==> src/rtl/rstc_pkg.sv <==
package rstc_pkg;
    typedef enum logic [1:0] {
        ST_HOLD    = 2'd0,
        ST_STRETCH = 2'd1,
        ST_RUN     = 2'd2
    } rst_state_e;
endpackage

==> src/rtl/rstc_sync2.sv <==
module rstc_sync2 #(
    parameter logic RST_VAL = 1'b0
) (
    input  logic clk,
    input  logic rst_n,
    input  logic async_i,
    output logic sync_o
);
    logic meta_q;
    logic stab_q;

    always_ff @(posedge clk or negedge rst_n) begin
        if (!rst_n) begin
            meta_q <= RST_VAL;
            stab_q <= RST_VAL;
        end else begin
            meta_q <= async_i;
            stab_q <= meta_q;
        end
    end

    assign sync_o = stab_q;
endmodule

==> src/rtl/rstc_glitch_filter.sv <==
// Output follows the input only after the input has differed from it
// for FILT_CYC consecutive samples; shorter excursions are dropped.
module rstc_glitch_filter #(
    parameter int   FILT_CYC = 4,
    parameter logic RST_VAL  = 1'b0
) (
    input  logic clk,
    input  logic rst_n,
    input  logic raw_i,
    output logic filt_o
);
    localparam int CW = (FILT_CYC < 2) ? 1 : $clog2(FILT_CYC);
    localparam logic [CW-1:0] LAST = CW'(FILT_CYC - 1);

    logic          filt_q;
    logic [CW-1:0] cnt_q;

    always_ff @(posedge clk or negedge rst_n) begin
        if (!rst_n) begin
            filt_q <= RST_VAL;
            cnt_q  <= '0;
        end else if (raw_i == filt_q) begin
            cnt_q  <= '0;
        end else if (cnt_q == LAST) begin
            filt_q <= raw_i;
            cnt_q  <= '0;
        end else begin
            cnt_q  <= cnt_q + 1'b1;
        end
    end

    assign filt_o = filt_q;
endmodule

==> src/rtl/rstc_timeout_fsm.sv <==
module rstc_timeout_fsm
    import rstc_pkg::*;
#(
    parameter int TIMEOUT_CYC = 25_000_000
) (
    input  logic clk,
    input  logic rst_n,
    input  logic sup_low_i,
    input  logic mr_trig_i,
    output logic active_o
);
    localparam int CW = (TIMEOUT_CYC < 4) ? 2 : $clog2(TIMEOUT_CYC);
    localparam logic [CW-1:0] LAST = CW'(TIMEOUT_CYC - 1);

    rst_state_e    state_q, state_d;
    logic [CW-1:0] cnt_q, cnt_d;

    // next-state logic
    always_comb begin
        state_d = state_q;
        cnt_d   = cnt_q;
        unique case (state_q)
            ST_HOLD: begin
                if (!sup_low_i) begin
                    state_d = ST_STRETCH;
                    cnt_d   = '0;
                end
            end
            ST_STRETCH: begin
                if (sup_low_i) begin
                    state_d = ST_HOLD;
                end else if (mr_trig_i) begin
                    cnt_d   = '0;
                end else if (cnt_q == LAST) begin
                    state_d = ST_RUN;
                end else begin
                    cnt_d   = cnt_q + 1'b1;
                end
            end
            ST_RUN: begin
                if (sup_low_i) begin
                    state_d = ST_HOLD;
                end else if (mr_trig_i) begin
                    state_d = ST_STRETCH;
                    cnt_d   = '0;
                end
            end
            default: state_d = ST_HOLD;
        endcase
    end

    // state register
    always_ff @(posedge clk or negedge rst_n) begin
        if (!rst_n) begin
            state_q <= ST_HOLD;
            cnt_q   <= '0;
        end else begin
            state_q <= state_d;
            cnt_q   <= cnt_d;
        end
    end

    // outputs
    always_comb begin
        active_o = (state_q != ST_RUN);
    end
endmodule

==> src/rtl/supply_reset_ctl.sv <==
module supply_reset_ctl #(
    parameter bit ACTIVE_LOW   = 1'b1,
    parameter bit SHARED_PIN   = 1'b1,
    parameter int TIMEOUT_CYC  = 25_000_000,
    parameter int SUP_FILT_CYC = 4,
    parameter int MR_FILT_CYC  = 13
) (
    input  logic clk,
    input  logic rst_n,
    input  logic vlow_i,
    input  logic mr_sense_i,
    output logic rst_drive_o,
    output logic rst_level_o,
    output logic rst_active_o
);
    logic sup_sync;
    logic mr_sync;
    logic sup_low_f;
    logic mr_f;
    logic mr_f_q;
    logic mr_fell;
    logic mr_trig;
    logic active;

    rstc_sync2 #(.RST_VAL(1'b1)) u_sup_sync (
        .clk(clk), .rst_n(rst_n), .async_i(vlow_i), .sync_o(sup_sync)
    );
    rstc_sync2 #(.RST_VAL(1'b1)) u_mr_sync (
        .clk(clk), .rst_n(rst_n), .async_i(mr_sense_i), .sync_o(mr_sync)
    );

    rstc_glitch_filter #(.FILT_CYC(SUP_FILT_CYC), .RST_VAL(1'b1)) u_sup_filt (
        .clk(clk), .rst_n(rst_n), .raw_i(sup_sync), .filt_o(sup_low_f)
    );
    rstc_glitch_filter #(.FILT_CYC(MR_FILT_CYC), .RST_VAL(1'b1)) u_mr_filt (
        .clk(clk), .rst_n(rst_n), .raw_i(mr_sync), .filt_o(mr_f)
    );

    always_ff @(posedge clk or negedge rst_n) begin
        if (!rst_n) mr_f_q <= 1'b1;
        else        mr_f_q <= mr_f;
    end

    assign mr_fell = mr_f_q & ~mr_f;

    generate
        if (SHARED_PIN) begin : g_mask
            // own pull on the line must not read back as a press
            assign mr_trig = mr_fell & ~active;
        end else begin : g_nomask
            assign mr_trig = mr_fell;
        end
    endgenerate

    rstc_timeout_fsm #(.TIMEOUT_CYC(TIMEOUT_CYC)) u_fsm (
        .clk(clk), .rst_n(rst_n), .sup_low_i(sup_low_f),
        .mr_trig_i(mr_trig), .active_o(active)
    );

    assign rst_drive_o  = active;
    assign rst_active_o = active;

    generate
        if (ACTIVE_LOW) begin : g_lo
            assign rst_level_o = ~active;
        end else begin : g_hi
            assign rst_level_o = active;
        end
    endgenerate
endmodule

==> config.mk <==
export PLATFORM = sky130hd
export DESIGN_NAME = supply_reset_ctl
export DESIGN_NICKNAME = d
export VERILOG_FILES = /design/src/rtl/rstc_pkg.sv /design/src/rtl/rstc_sync2.sv /design/src/rtl/rstc_glitch_filter.sv /design/src/rtl/rstc_timeout_fsm.sv /design/src/rtl/supply_reset_ctl.sv
export SDC_FILE = /design/constraint.sdc
export NUM_CORES = 1
export LEC_CHECK = 0
export BUFFER_PORTS_ARGS = -buffer_cell sky130_fd_sc_hd__buf_2
export CAP_MARGIN = 20
export CORE_MARGIN = 2
export CORE_UTILIZATION = 65
export CTS_BUF_LIST = sky130_fd_sc_hd__clkbuf_4
export DETAILED_ROUTE_END_ITERATION = 7
export GPL_TIMING_DRIVEN = 0
export PLACE_DENSITY = 0.83
export SLEW_MARGIN = 30
export SYNTH_ARGS = -nofsm -noshare
export SYNTH_HDL_FRONTEND = slang
export SYNTH_SLANG_ARGS = --single-unit
==> constraint.sdc <==
create_clock -name clk -period 4.35 [get_ports clk]
set_input_delay 0.2175 -clock clk [delete_from_list [all_inputs] [get_ports clk]]
set_output_delay 0.2175 -clock clk [all_outputs]
set_load 0.05 [all_outputs]
Word level (Yosys, flattened, before mapping)
Index checks and enable logic that the tools add are counted.
{"block": "totals", "reg_bits": 40, "inputBits": 4, "elab_cells": 60, "output_inout_bits": 3}
{"block": "classes", "n_eq_ne": 16, "n_bitwise": 6, "n_mux": 18, "n_reduce_logical": 6, "addsub": 3}
{"cell": "$mux 25", "count": 6}
{"cell": "$pmux 25 s3", "count": 1}
{"cell": "$add 25x1->25 const B", "count": 1}
{"cell": "$eq 25x25->1 const B", "count": 1}
{"cell": "$mux 2", "count": 8}
{"cell": "$ne 2x2->1 const B", "count": 5}
{"cell": "$ne 3x3->1 const B", "count": 3}
{"cell": "$mux 4", "count": 2}
{"cell": "$pmux 2 s3", "count": 1}
{"cell": "$reduce_and 6->1", "count": 1}
{"cell": "$add 4x1->4 const B", "count": 1}
{"cell": "$eq 2x2->1 const B", "count": 2}
{"cell": "$eq 4x4->1 const B", "count": 1}
{"cell": "$not 1->1", "count": 4}
{"cell": "$reduce_and 2->1", "count": 2}
{"cell": "$reduce_and 4->1", "count": 1}
{"cell": "$ne 3x2->1 const B", "count": 1}
{"cell": "$reduce_bool 3->1", "count": 1}
{"cell": "$add 2x1->2 const B", "count": 1}
{"cell": "$and 1x1->1", "count": 2}
{"cell": "$eq 1x1->1", "count": 2}
{"cell": "$eq 2x1->1 const B", "count": 1}
{"cell": "$logic_not 2->1", "count": 1}

Depth between registers and ports, before layout
Gate-level depths: netlist of the first run.
{"block": "depth", "ltp_word": 6, "ltp_mapped": 8, "depth_no_buf": 7}

Hierarchy
Synthesis of the first run repeated with hierarchy kept, for this count alone.
{"block": "unflattened", "cells_unflattened": 224, "area_unflattened_um2": 2233.4}
{"module": "rstc_timeout_fsm", "seq_area_each_um2": 675.6, "instances": 1, "area_each_um2": 1701.6, "cells_each": 187}
{"module": "rstc_glitch_filter at u_mr_filt", "seq_area_each_um2": 126.4, "instances": 1, "area_each_um2": 251.5, "cells_each": 21}
{"module": "rstc_glitch_filter at u_sup_filt", "seq_area_each_um2": 76.3, "instances": 1, "area_each_um2": 125.1, "cells_each": 8}
{"module": "rstc_sync2", "seq_area_each_um2": 52.6, "instances": 2, "area_each_um2": 52.6, "cells_each": 2}
{"module": "supply_reset_ctl", "seq_area_each_um2": 26.3, "instances": 1, "area_each_um2": 50.0, "cells_each": 4}

Least setup slack after synthesis of the first run
No wires, ideal clock.
{"block": "synth_path", "path_type": "register to output", "start": "register u_fsm.state_q[1]", "end": "output port rst_drive_o", "stages_incl_launch_ff": 4, "path_buffers": 1, "slack_ns": 2.132, "t_arrival_ns": 2.000, "required_time_ns": 4.133, "path_cell_list": "dfrtp_1 > nor2b_1 > inv_1 > buf_4"}
{"block": "synth_via", "elab_chain_cells": 1}
{"item": "start: declaration", "line": "rstc_timeout_fsm.sv:15", "text": "rst_state_e state_q, state_d;"}
{"item": "start signal: assignment", "line": "rstc_timeout_fsm.sv:58", "text": "state_q <= state_d;"}
{"item": "$ne 2x2->1", "line": "rstc_timeout_fsm.sv:65", "text": "active_o = (state_q != ST_RUN);"}
{"item": "end: declaration", "line": "supply_reset_ctl.sv:12", "text": "output logic rst_drive_o,"}
Every way passes these cells.

Worst setup path in the final report of the first run
{"block": "layout_path", "start": "register u_fsm.cnt_q[0]", "end": "register u_fsm.cnt_q[24]"}
{"block": "layout_via", "elab_chain_cells": 5, "word_cells_on_any_way": 8, "cone_classes": "add/sub (1); eq/ne (2); mux (4); reduce/logical (1)"}
{"item": "start: declaration", "line": "rstc_timeout_fsm.sv:16", "text": "logic [CW-1:0] cnt_q, cnt_d;"}
{"item": "start signal: assignment", "line": "rstc_timeout_fsm.sv:59", "text": "cnt_q <= cnt_d;"}
{"item": "$add 25x1->25", "line": "rstc_timeout_fsm.sv:37", "text": "cnt_d = cnt_q + 1'b1;"}
{"item": "$mux 25", "line": "rstc_timeout_fsm.sv:34", "text": "end else if (cnt_q == LAST) begin"}
{"item": "$mux 25", "line": "rstc_timeout_fsm.sv:32", "text": "end else if (mr_trig_i) begin"}
{"item": "$mux 25", "line": "rstc_timeout_fsm.sv:30", "text": "if (sup_low_i) begin"}
{"item": "$pmux 25 s3", "line": "rstc_timeout_fsm.sv:22", "text": "unique case (state_q)"}
Parallel ways exist; a longest one is shown, timed or not. The select of a mux whose other input is x is not followed.
A chain may end at the register's enable or synchronous reset.

==> results.py, run 1 <==
metrics = {
    "sta": {
        "grt_setup_unrepaired": "no",
        "max_freq_mhz": 456,
        "report.final.slew_viol_count": 0,
        "layout_min_cycle_time_ns": 2.19,
        "worstMarginPinSlew_ns": 0.711,
        "setup_tns_ns": 0,
        "hold_violations": 0,
        "final.setup.worst_slack_ns": 2.16,
        "slew-limit-headroom": 0.522,
        "worst_clock_skew_ns": 0.00481,
        "finalCritPeriodShare": 0.504,
        "finalSetupViolations": 0,
    },
    "clocking": {
        "tritoncts.num_buffers": 5,
        "cts.sinks": 40,
        "cts.htree.levels": 2,
        "clock_tree.buffer_depth": 2,
        "tritoncts": "done",
        "clk-insertion-delay-late_ns": 0.36,
        "postCtsResizedCells": 0,
        "ctsRootBufferMaster": "sky130_fd_sc_hd__clkbuf_4",
        "clk_pin_slew_ns": 0.12,
    },
    "floorplanning": {
        "rows": 20,
        "initial_utilization": 0.699,
        "die_height_um": 61.8,
        "dieArea_mm2": 0.00381,
        "die_x_um": 61.8,
        "ioPinCount": 7,
        "core_region_area_mm2": 0.00310,
    },
    "drt": {
        "vias": 1783,
        "drt_first_iter_violations": 187,
        "totalWireLength_um": 4680,
        "remaining_drc_errors": 0,
        "routed_via_density": 6.37,
        "drtPass1Iterations": 4,
        "ant_nets": 0,
        "wirelength_per_cell_um": 16.7,
    },
    "logic_synthesis": {
        "synth_area_mm2": 0.00217,
        "ys_seq_elements": 40,
        "compound_cell_area_share_of_the_yosys_netlist": 0.177,
        "synth_top_family_by_area": "simple AND/OR/NAND/NOR gates",
        "synth-seq-area-share": 0.466,
        "post-synth-top-area-fraction": 0.381,
        "postSynthCellCount": 219,
        "synth-xor-area-share": 0.00808,
        "synth_area_in_adders": 0.0231,
        "ys.flop_type": "sky130_fd_sc_hd__dfrtp_1",
        "yosysUniqueCellTypes": 48,
        "post_synth_mux_area_share": 0.0196,
        "synth_top_cells_by_area": "sky130_fd_sc_hd__dfrtp_1 (38%), sky130_fd_sc_hd__dfstp_2 (8.5%), sky130_fd_sc_hd__nand3_1 (3.0%), sky130_fd_sc_hd__and3_1 (2.9%), sky130_fd_sc_hd__nand4_1 (2.9%)",
        "synth_async_sr_flop_share": 1.00,
        "synth_top_cells_by_count": "sky130_fd_sc_hd__dfrtp_1 (33), sky130_fd_sc_hd__nor2_1 (14), sky130_fd_sc_hd__nand2_1 (13), sky130_fd_sc_hd__nand3_1 (13)",
        "ys_warn_count": 0,
        "post_synth_and_or_nand_nor_area_fraction": 0.262,
        "synth_enable_flop_cells": 0,
        "yosys.cell_count.top_type": "sky130_fd_sc_hd__dfrtp_1",
        "post-synth-top-area-cell": "sky130_fd_sc_hd__dfrtp_1",
        "post_syn_area_per_cell_um2": 9.90,
        "post_synthesis_net_count": 227,
    },
    "setup_path": {
        "reg2reg_depth": 6,
        "critPathLaunchType": "flop",
        "critPathMaxFanout": 6,
        "worst_r2r_startpoint": "u_fsm.cnt_q[0]",
        "critical_path_arrival_ns": 2.45,
        "timing_worst_setup_path_type": "reg2reg",
        "timing.rr.end": "u_fsm.cnt_q[24]",
        "cp-end-kind": "flop",
        "regToRegSetupSlack_ns": 2.16,
        "worst_ep_required_time_ns": 4.60,
    },
    "global_routing": {
        "antenna_found_initial": 0,
        "grt_first_pass_wirelength_um": 7940,
        "first_global_vias": 1716,
        "remaining_overflow_grt": 0,
        "grt_max_degree": 41,
        "track_usage": 0.286,
    },
    "placement": {
        "dpl_worst_slack_ns": 2.21,
        "dpl.hpwl_um": 3280,
        "place.gp.congestion": 0.843,
        "placed_area_mm2": 0.00225,
        "io_buffer_count": 6,
    },
    "min_path": {
        "hold_class": "in2async",
    },
    "finish": {
        "finish.net_count": 243,
        "fill_cell_instance_count_of_the_final_layout": 240,
        "drive_gt1_frac": 0.157,
        "syn_to_final_growth_pct": 8.02,
        "insertedDiodeCount": 0,
        "fin_area_mm2": 0.00234,
    },
    "power": {
        "powerDensity_mw_per_mm2": 403,
        "ir_drop_uv": 320,
        "p_leak_nw": 1.03,
    },
    "run": {
        "max_cap_viol_count": 0,
    },
    "run_status": {
        "run_status": "finished clean",
    },
}
==> worst max path at each step <==
stage                     depth (start not counted)              end        startpoint  slack [ns]
after floorplan                                   3      rst_drive_o  u_fsm.state_q[1]        2.13
after global placement                            6  u_fsm.cnt_q[16]    u_fsm.cnt_q[0]        2.28
after detailed placement                          6  u_fsm.cnt_q[24]    u_fsm.cnt_q[0]        2.21
after CTS                                         6  u_fsm.cnt_q[24]    u_fsm.cnt_q[0]        2.18
after global routing                              6  u_fsm.cnt_q[16]    u_fsm.cnt_q[0]        1.95
final                                             6  u_fsm.cnt_q[24]    u_fsm.cnt_q[0]        2.16
==> critical path, stage by stage (launching register included) <==
cell and delay, ns:
sky130_fd_sc_hd__dfrtp_1 0.45, sky130_fd_sc_hd__ha_1 0.26, sky130_fd_sc_hd__nand3_1 0.20, sky130_fd_sc_hd__nor3_1 0.50, sky130_fd_sc_hd__nand4_1 0.19, sky130_fd_sc_hd__and3_1 0.22, sky130_fd_sc_hd__a211o_1 0.26
==> what timing repair did <==
item                                   in CTS  in global routing
hold buffers                                3                  0
endpoints found under the hold margin      35                  0
setup buffers                               0                  0
==> through the flow <==
step	std cells	utilization	power [mW]	hold slack, ns
2_1_floorplan	219	-	0.664	-0.0781
3_3_place_gp	269	0.726	0.739	0.324
3_5_place_dp	269	0.726	0.758	0.326
4_1_cts	280	0.754	0.946	0.368
5_1_grt	280	0.755	0.997	0.373
6_report	280	0.755	0.945	0.342
==> placed cells by master, fill, tap and decap left out, drive strengths merged, types with 3 or more instances in the layout <==
master / count
dfrtp: 33
nand2b: 4
nand4: 12
nor2: 14
and2: 4
and4: 4
a211o: 5
nor2b: 4
nor4: 3
ha: 4
o21a: 4
clkbuf: 8
nand2: 13
a21oi: 8
nor3: 10
buf: 13
o21ai: 12
a21boi: 3
a31oi: 6
dlygate4sd3: 3
a221o: 4
and3: 10
inv: 7
nand3: 13
dfstp: 7
==> report_power, final <==
part	internal [mW]	switching, mW	total, mW
Combinational	0.106	0.202	0.307
Clock	0.0608	0.125	0.186
Sequential	0.414	0.0371	0.451
Total	0.581	0.364	0.945
==> state kept, by name, indices dropped and copies added, names as in the netlist <==
register	cells
u_mr_sync.sync_o	1
u_fsm.state_q	2
u_mr_sync.meta_q	1
mr_f_q	1
u_mr_filt.cnt_q	4
u_sup_sync.sync_o	1
u_sup_sync.meta_q	1
u_sup_filt.cnt_q	2
u_mr_filt.filt_o	1
u_fsm.cnt_q	25
u_sup_filt.filt_o	1
==> cell type report <==
class	instances	area, um^2	share of cell area
Timing Repair Buffer	9	62.6	0.0267
Clock inverter	3	18.8	0.00801
Inverter	7	28.8	0.0123
Clock buffer	5	37.5	0.0160
Multi-Input combinational cell	162	1060	0.454
Sequential cell	40	1010	0.431
Tap cell	44	55.1	0.0235
Buffer	10	67.6	0.0288
==> logic make-up after synthesis <==
logic type,after synthesis
adders and majority gates,4
AOI/OAI and AO/OA,54
buffers and inverters,17
and+or+nand+nor,98
muxes,4
DFF,40
xor gates and xnor gates,2
==> metal layers <==
layer	vias to the layer above	routed length (um)	share of wire	global-route usage
met4	0	78	0.017	0.103
li1	857	-	-	-
met3	7	228	0.049	0.0580
met5	-	0	0	0
met1	869	2110	0.45	0.391
met2	50	2270	0.48	0.457
Power figures use the tool's default switching activity.
==> run 2, diff against run 1 <==
--- a/config.mk
+++ b/config.mk
@@ -8,11 +8,11 @@
 export BUFFER_PORTS_ARGS = -buffer_cell sky130_fd_sc_hd__buf_2
 export CAP_MARGIN = 20
 export CORE_MARGIN = 2
-export CORE_UTILIZATION = 65
+export CORE_UTILIZATION = 64
 export CTS_BUF_LIST = sky130_fd_sc_hd__clkbuf_4
 export DETAILED_ROUTE_END_ITERATION = 7
 export GPL_TIMING_DRIVEN = 0
-export PLACE_DENSITY = 0.83
+export PLACE_DENSITY = 0.82
 export SLEW_MARGIN = 30
 export SYNTH_ARGS = -nofsm -noshare
 export SYNTH_HDL_FRONTEND = slang
==> constraint.sdc (replaced) <==
create_clock -name clk -period 2.15 [get_ports clk]
set_input_delay 0.1075 -clock clk [delete_from_list [all_inputs] [get_ports clk]]
set_output_delay 0.1075 -clock clk [all_outputs]
set_load 0.05 [all_outputs]
==> run 2 against run 1 <==
Sequential power grew 100%. Setup slack lost 2.1 ns. Register-to-register slack lost 2.1 ns. Clock-buffer cell count grew 1. Clock power grew 110%. Die area grew 1.5%. Critical path depth is the same. Power grew 110%. Sequential cell count is the same. Global-route usage shrank 1.7 points. Fmax grew 2.9%. Largest cell class unchanged.
==> results.py, run 2 (synthesis gave the netlist of run 1 again) <==
metrics = {
    "run_status": {
        "run_status": "finished clean",
    },
    "floorplanning": {
        "core_region_area_mm2": 0.00328,
        "die_x_um": 62.2,
        "initial_utilization": 0.660,
        "ioPinCount": 7,
        "die_height_um": 62.2,
        "rows": 21,
        "dieArea_mm2": 0.00387,
    },
    "clocking": {
        "clk_pin_slew_ns": 0.13,
        "clk-insertion-delay-late_ns": 0.36,
        "cts.sinks": 40,
        "tritoncts": "done",
        "clock_tree.buffer_depth": 2,
        "tritoncts.num_buffers": 5,
        "cts.htree.levels": 2,
        "ctsRootBufferMaster": "sky130_fd_sc_hd__clkbuf_4",
    },
    "placement": {
        "dpl.hpwl_um": 3330,
        "place.gp.congestion": 0.854,
        "io_buffer_count": 6,
        "dpl_worst_slack_ns": 0.0377,
        "placed_cells_incl_taps": 271,
    },
    "sta": {
        "grt_setup_unrepaired": "yes",
        "holdWs_ns": 0.216,
        "report.final.slew_viol_count": 0,
        "final.setup.worst_slack_ns": 0.0197,
        "slew-limit-headroom": 0.471,
        "hold_violations": 0,
        "worst_clock_skew_ns": 0.0196,
        "layout_min_cycle_time_ns": 2.13,
        "finalCritPeriodShare": 0.991,
        "max_freq_mhz": 469,
        "worstMarginPinSlew_ns": 0.786,
        "finalSetupViolations": 0,
    },
    "drt": {
        "drt_first_iter_violations": 196,
        "wirelength_per_cell_um": 17.3,
        "totalWireLength_um": 5000,
        "vias": 1841,
        "ant_nets": 0,
        "remaining_drc_errors": 0,
        "routed_via_density": 6.39,
        "drtPass1Iterations": 4,
    },
    "setup_path": {
        "worstPathCellList": "ha_1 -> nand3_1 -> or3_4 -> or3_1 -> a21oi_1 -> a21o_1",
        "critical_path.max_stage_delay_ns": 0.48,
        "critical_path_arrival_ns": 2.42,
        "worst_ep_required_time_ns": 2.44,
        "critPathLaunchType": "flop",
        "worst_r2r_startpoint": "u_fsm.cnt_q[1]",
        "cpMaxStageDelayCell": "sky130_fd_sc_hd__or3_4",
        "reg2reg_depth": 6,
        "critPathMaxFanout": 6,
        "timing.rr.end": "u_fsm.cnt_q[12]",
        "regToRegSetupSlack_ns": 0.02,
        "timing_worst_setup_path_type": "reg2reg",
        "cp-end-kind": "flop",
    },
    "global_routing": {
        "first_global_vias": 1737,
        "remaining_overflow_grt": 0,
        "track_usage": 0.270,
        "antenna_found_initial": 0,
        "grt_first_pass_wirelength_um": 8220,
        "grt_max_degree": 41,
    },
    "finish": {
        "flip_flop_count_of_the_largest_register_all_copies_and_words_added": 25,
        "final-instance-count-excl-fill": 288,
        "finish.net_count": 249,
        "insertedDiodeCount": 0,
        "layout_commonest_cell": "sky130_fd_sc_hd__dfrtp_1",
        "layout.core_utilization": 0.745,
        "largest_registers": "u_fsm.cnt_q (25), u_mr_filt.cnt_q (4)",
        "registers.top_by_ff_count": "u_fsm.cnt_q",
        "drive_gt1_frac": 0.211,
        "final_cell_mix": "sky130_fd_sc_hd__dfrtp_1 (32), sky130_fd_sc_hd__nor2_1 (14), sky130_fd_sc_hd__nand3_1 (13), sky130_fd_sc_hd__nand2_1 (13), sky130_fd_sc_hd__nand4_1 (10)",
        "syn_to_final_growth_pct": 12.9,
    },
    "power": {
        "powerDensity_mw_per_mm2": 829,
        "p_leak_nw": 1.08,
        "ir_drop_uv": 619,
    },
    "min_path": {
        "hold_class": "in2async",
    },
    "run": {
        "max_cap_viol_count": 0,
    },
}
run 2: area by class of cell:
cell class | count | area [um^2]
timing repair buffer | 15 | 125
clock inverter | 2 | 12.5
tap | 46 | 57.6
fill | 252 | 837
inverter | 7 | 28.8
buffer | 10 | 71.3
clock buffer | 6 | 45.0
multi-input combinational | 162 | 1100
sequential | 40 | 1010
run 2: worst max-delay path by stage:
stage | slack, ns | from | cells after the start | endpoint
6_report | 0.02 | u_fsm.cnt_q[1] | 6 | u_fsm.cnt_q[12]
3_3_place_gp | 0.08 | u_fsm.cnt_q[8] | 7 | u_fsm.cnt_q[3]
4_1_cts | 0.009 | u_fsm.cnt_q[0] | 7 | u_fsm.cnt_q[3]
5_1_grt | -0.03 | u_fsm.cnt_q[1] | 6 | u_fsm.cnt_q[16]
2_1_floorplan | 0.04 | u_fsm.state_q[1] | 3 | rst_drive_o
3_5_place_dp | 0.04 | u_fsm.cnt_q[0] | 7 | u_fsm.cnt_q[3]
run 2: worst max-delay path: cells and delay by family, from the launching register on:
family,cells,cell delay (ns)
simple gates,3,1.07
compound gates,2,0.30
flops,1,0.44
fa+ha+maj,1,0.25
run 2: per-stage QoR:
step | setup TNS (ns) | instance area [um^2] | total power [mW]
floorplan | 0 | 2170 | 1.34
CTS | 0 | 2340 | 1.92
global route | -0.0648 | 2450 | 2.14
detailed placement | 0 | 2260 | 1.53
global placement | 0 | 2260 | 1.50
finish | 0 | 2450 | 2.03
run 2: per-layer routing:
layer  wire length (um)  global-route usage  share of wire  vias up
li1                   -                   -              -      869
met1               2190               0.361           0.44      910
met2               2510               0.440           0.50       56
met3                239              0.0562          0.048        6
met4                 51              0.0944          0.010        0
met5                  0                   0              0        -
run 2: where the power goes:
group	internal, mW	switching (mW)
combinational	0.280	0.450
sequential	0.840	0.0736
clock	0.139	0.246
total	1.26	0.770
run 2: what timing repair did:
| item | CTS | global route |
|---|---|---|
| gates resized for setup | 0 | 10 |
| hold buffers | 3 | 0 |
| setup endpoints to repair | 0 | 17 |
| buffers inserted | 0 | 5 |
| hold endpoints to repair | 35 | 0 |
